**src/rtl/wmem_own_pkg.sv**
```systemverilog
package wmem_own_pkg;
  parameter int PROT_W = 8;
  parameter int BANK_W = 2;
  localparam int VIEW_W = PROT_W + BANK_W + 6;

  typedef struct packed {
    logic [PROT_W-1:0] prot;
    logic [BANK_W-1:0] bank;
    logic              split;
    logic              req;
    logic              ret;
  } own_state_t;

  localparam own_state_t OWN_RESET = '{prot: '0, bank: '0, split: 1'b0, req: 1'b0, ret: 1'b1};

  function automatic logic [VIEW_W-1:0] pack_view(own_state_t s);
    return {s.prot, s.bank, 3'b000, s.split, s.req, s.ret};
  endfunction

  function automatic logic halt_of(own_state_t s);
    return !s.split && s.ret;
  endfunction
endpackage

```
**src/rtl/wmem_host_port.sv**
```systemverilog
module wmem_host_port
  import wmem_own_pkg::*;
(
  input  own_state_t              cur,
  input  logic                    wr,
  input  logic                    word,
  input  logic [VIEW_W-1:0]       wdata,
  output own_state_t              nxt,
  output logic                    grant_ev
);
  localparam int BANK_LO = 6;

  always_comb begin
    nxt      = cur;
    grant_ev = 1'b0;
    if (wr) begin
      nxt.bank = wdata[BANK_LO +: BANK_W];
      if (word) nxt.prot = wdata[VIEW_W-1 -: PROT_W];
      if (cur.split) begin
        nxt.req = 1'b1;
      end else if (wdata[1]) begin
        nxt.req  = 1'b1;
        nxt.ret  = 1'b0;
        grant_ev = 1'b1;
      end
    end
  end
endmodule

```
**src/rtl/wmem_sub_port.sv**
```systemverilog
module wmem_sub_port
  import wmem_own_pkg::*;
(
  input  own_state_t  cur,
  input  logic        wr,
  input  logic [7:0]  wdata,
  output own_state_t  nxt,
  output logic        return_ev
);
  always_comb begin
    nxt       = cur;
    return_ev = 1'b0;
    if (wr) begin
      nxt.split = wdata[2];
      if (wdata[2]) begin
        nxt.ret = wdata[0];
      end else if (wdata[0]) begin
        nxt.ret   = 1'b1;
        nxt.req   = 1'b0;
        return_ev = 1'b1;
      end
    end
  end
endmodule

```
**src/rtl/wmem_resync.sv**
```systemverilog
module wmem_resync (
  input  logic clk,
  input  logic rst_n,
  input  logic ret_now,
  input  logic ret_next,
  input  logic busy,
  output logic pulse
);
  always_ff @(posedge clk) begin
    if (!rst_n) pulse <= 1'b0;
    else        pulse <= (ret_now != ret_next) && busy;
  end
endmodule

```
**src/rtl/wmem_own_ctrl.sv**
```systemverilog
module wmem_own_ctrl
  import wmem_own_pkg::*;
(
  input  logic              clk,
  input  logic              rst_n,
  input  logic              host_wr,
  input  logic              host_word,
  input  logic [15:0]       host_wdata,
  input  logic              sub_wr,
  input  logic [7:0]        sub_wdata,
  input  logic              gfx_busy,
  output logic [15:0]       ctl_view,
  output logic              own_sub,
  output logic              gfx_halt,
  output logic              gfx_resync
);
  own_state_t st_q, st_h, st_d;
  logic host_grant_ev, sub_return_ev;

  wmem_host_port u_host (
    .cur(st_q), .wr(host_wr), .word(host_word), .wdata(host_wdata),
    .nxt(st_h), .grant_ev(host_grant_ev)
  );

  wmem_sub_port u_sub (
    .cur(st_h), .wr(sub_wr), .wdata(sub_wdata),
    .nxt(st_d), .return_ev(sub_return_ev)
  );

  always_ff @(posedge clk) begin
    if (!rst_n) st_q <= OWN_RESET;
    else        st_q <= st_d;
  end

  wmem_resync u_rs (
    .clk(clk), .rst_n(rst_n), .ret_now(st_q.ret), .ret_next(st_d.ret),
    .busy(gfx_busy), .pulse(gfx_resync)
  );

  assign ctl_view = pack_view(st_q);
  assign own_sub  = ~st_q.ret;
  assign gfx_halt = halt_of(st_q);
endmodule

```
**config.mk**
```make
export PLATFORM = sky130hd
export DESIGN_NAME = wmem_own_ctrl
export DESIGN_NICKNAME = d
export VERILOG_FILES = /design/src/rtl/wmem_own_pkg.sv /design/src/rtl/wmem_host_port.sv /design/src/rtl/wmem_sub_port.sv /design/src/rtl/wmem_resync.sv /design/src/rtl/wmem_own_ctrl.sv
export SDC_FILE = /design/constraint.sdc
export NUM_CORES = 1
export LEC_CHECK = 0
export BUFFER_PORTS_ARGS = -buffer_cell sky130_fd_sc_hd__clkbuf_2
export CORE_MARGIN = 5
export CORE_UTILIZATION = 36
export CTS_CLUSTER_SIZE = 24
export DETAILED_ROUTE_END_ITERATION = 8
export PLACE_DENSITY = 0.76
export SLEW_MARGIN = 20
export SYNTH_ARGS = -nofsm -noshare
export SYNTH_HDL_FRONTEND = slang
export SYNTH_SLANG_ARGS = --single-unit
```
**constraint.sdc**
```tcl
create_clock -name clk -period 0.83 [get_ports clk]
set_input_delay 0.0415 -clock clk [delete_from_list [all_inputs] [get_ports clk]]
set_output_delay 0.0415 -clock clk [all_outputs]
set_load 0.01 [all_outputs]
```
==> key figures <==
GRT
  • Largest net degree at the start of global routing: 15
  • First-pass GRT wire length: around 2200 µm
  • Vias in the first global route: 555
  • Total GRT Usage: 10.8%
  • Initial antenna violation count: 0
  • Total gr overflow: 0

Synth
  • #FFs+latches synth: 14
  • Post-Syn Area: around 580 µm²
  • Yosys cell types: 19
  • Sequential share of the synthesized area: 48.2%
  • Mapped Cells: 66
  • Ys Warns: 0
  • Synth Area per Inst: 8.82 µm²

Run
  • Max Cap Violations: 0

Clocking
  • Clk buf depth: 2
  • Clock Latency Late Sink: 0.27 ns
  • CTS tree: done
  • H-tree depth: 1
  • Root Driver: clkbuf_4
  • Clk sink count: 14
  • Num CTS Buffers: 3
  • Reg clk slew, reported paths: 0.08 ns

Pwr
  • Maximum vdd drop: 0.000729 V
  • PwrDens: 1710 nW/µm²
  • Total Power: 0.00147 W
  • Leak pwr: 0.416 nW

Place
  • IO buf count: 34
  • Pre-CTS setup slack: ~0.021 ns
  • Hpwl dp: 1050 µm
  • Placed Instances: 112
  • Final RePlAce weighted congestion: 0.703

Outcome
  • Outcome: complete, but fails checks
  • Violated checks: negative setup slack

Route
  • Antenna-violating nets left: 0
  • Via count: ~570
  • Initial DRC Count: 1
  • Detailed-route wire length per cell: 11.6 µm
  • Routed WL: 1420 µm
  • DRC: 0
  • Router iterations before antenna repair: 2
  • Routed vias/inst: 4.66

Worst setup path
  • Reg2reg end: u_rs.pulse$_SDFF_PN0_
  • CP required: between 0.7 and 0.8 ns
  • Critical path peak fanout: 5
  • Critical path class: register to output port
  • Critical path capture point type: output port
  • Crit start category: register
  • Depth of the most critical reg-to-reg path: 3
  • Register-to-register setup slack: -0.04 ns
  • Reg-to-Reg Start: ctl_view[0]$_SDFF_PN1_
  • Data arrival, critical path: 0.85 ns

Min path
  • Worst Hold Class: primary input to register
  • WHS Path Cells: 3
  • Hold Path Sink: ctl_view[15]$_SDFFE_PN0P_
  • Worst Hold Launch: host_wdata[15]

STA
  • Minimum clock period: 0.896 ns
  • Final slew viol count: 0
  • Fin. Hold Viols: 0
  • Period utilization: 108%
  • RSZ-0062 raised after global routing: yes
  • Final worst setup slack: -0.0661 ns
  • Max Clock Freq: between 1000 and 1500 MHz
  • Setup Viol. Count Final: 3
  • Worst hold margin: approximately 0.0065 ns
  • Worst clock skew: 0.00240 ns

Floorplan
  • DIE WIDTH: between 50 and 60 µm
  • Initial Utilization: between 30% and 40%
  • Core Rows: 14
  • Core footprint: 1520 µm²
  • Die Y: about 50 µm
  • Die area: 2520 µm²
  • Num ports: 49

Finish
  • Final Non-Filler Cells: 122
  • Share of layout cells above drive strength 1: 49.1%
  • Nets: 137
  • P&R area growth vs syn: 47.1%
  • # diodes: 0
-- how the worst max path moves through the flow --
stage / start / endpoint / slack (ns) / depth (start not counted)
final: ctl_view[2]$_SDFFE_PN0P_ / gfx_halt / -0.07 / 2
after floorplan: ctl_view[2]$_SDFFE_PN0P_ / u_rs.pulse$_SDFF_PN0_ / 0.06 / 2
after CTS: ctl_view[0]$_SDFF_PN1_ / gfx_halt / -0.09 / 3
after global placement: ctl_view[0]$_SDFF_PN1_ / u_rs.pulse$_SDFF_PN0_ / 0.03 / 2
after global routing: ctl_view[2]$_SDFFE_PN0P_ / gfx_halt / -0.13 / 2
after detailed placement: ctl_view[0]$_SDFF_PN1_ / u_rs.pulse$_SDFF_PN0_ / 0.02 / 2
-- Yosys cell counts --
cell / instances / share of area, %
dfxtp_1: 14 / 48
nor2_1: 1 / 0.64
and4_1: 1 / 1.5
nand2_1: 11 / 7.1
nand3_1: 9 / 7.7
conb_1: 1 / 0.64
buf_4: 5 / 6.5
nand2_2: 1 / 1.1
o21ai_1: 1 / 0.86
nand2b_1: 1 / 1.1
a21boi_1: 9 / 12
o211ai_1: 1 / 1.3
mux2i_1: 2 / 3.4
xnor2_1: 1 / 1.5
nor2b_1: 2 / 2.2
buf_2: 2 / 1.7
o21ai_0: 1 / 0.86
inv_1: 2 / 1.3
a21oi_1: 1 / 0.86
-- stage by stage --
step	TNS, ns	util (%)	instance area (µm²)
after floorplan	0	-	591
after global placement	0	48.6	741
after detailed placement	0	48.6	741
after CTS	-0.128	54.8	836
after global routing	-0.292	56.2	856
final	-0.102	56.2	856
-- layer usage --
layer | part of all wire [%] | vias to the layer above | wire (µm) | GRT usage [%]
met4 | 0 | 0 | 0 | 3.93
met5 | 0 | - | 0 | 0
met3 | 11 | 0 | 157 | 4.14
met2 | 49 | 26 | 694 | 17.6
met1 | 40 | 247 | 565 | 12.7
li1 | - | 295 | - | -
-- registers in the layout, indices dropped and copies added (netlist names) --
register / cells
ctl_view: 13
u_rs.pulse: 1
-- power breakdown --
| group | internal (W) | total [W] | switching (W) |
|---|---|---|---|
| clock | 0.000267 | 0.000484 | 0.000217 |
| sequential | 0.000711 | 0.000732 | 0.0000219 |
| combinational | 0.000129 | 0.000251 | 0.000122 |
-- cell type report --
class | count | area (µm²)
tap | 16 | 20.0
clock buffer | 4 | 36.3
inverter | 2 | 7.51
timing repair buffer | 41 | 241
sequential | 14 | 294
multi-input combinational | 45 | 256
fill | 150 | 668
-- cell families after synthesis --
group,Yosys count,share of synthesized area [%]
AND/OR/NAND/NOR,26,21.3
flip-flops,14,48.2
AO/OA/AOI/OAI,13,15.5
buffers and inverters,9,9.46
multiplexers,2,3.44
XOR/XNOR,1,1.51
other,1,0.645
-- worst max-delay path, stage by stage, from the launching register on --
cell and delay, ns:
dfxtp_4 0.37, nor2_2 0.09, buf_2 0.12
-- cells in the final DEF, fill, tap and decap left out, types with 2 or more instances in the layout --
cell type       n
nand2_1        11
nand3_1         9
dfxtp_1         5
conb_1          3
clkbuf_4        3
buf_2           3
dlygate4sd3_1   5
dfxtp_2         8
nor2b_1         2
clkbuf_2       30
a21boi_1        9
mux2i_1         2
buf_4           2
-- repair_timing --
| action | CTS | global route |
|---|---|---|
| endpoints found under the setup margin | 4 | 12 |
| pin swaps | 1 | 1 |
| hold buffers | 5 | 0 |
| gates cloned | 0 | 0 |
| resized for setup | 2 | 14 |
| setup buffers | 1 | 0 |
| endpoints found under the hold margin | 5 | 0 |
(Power assumes the default switching activity.)
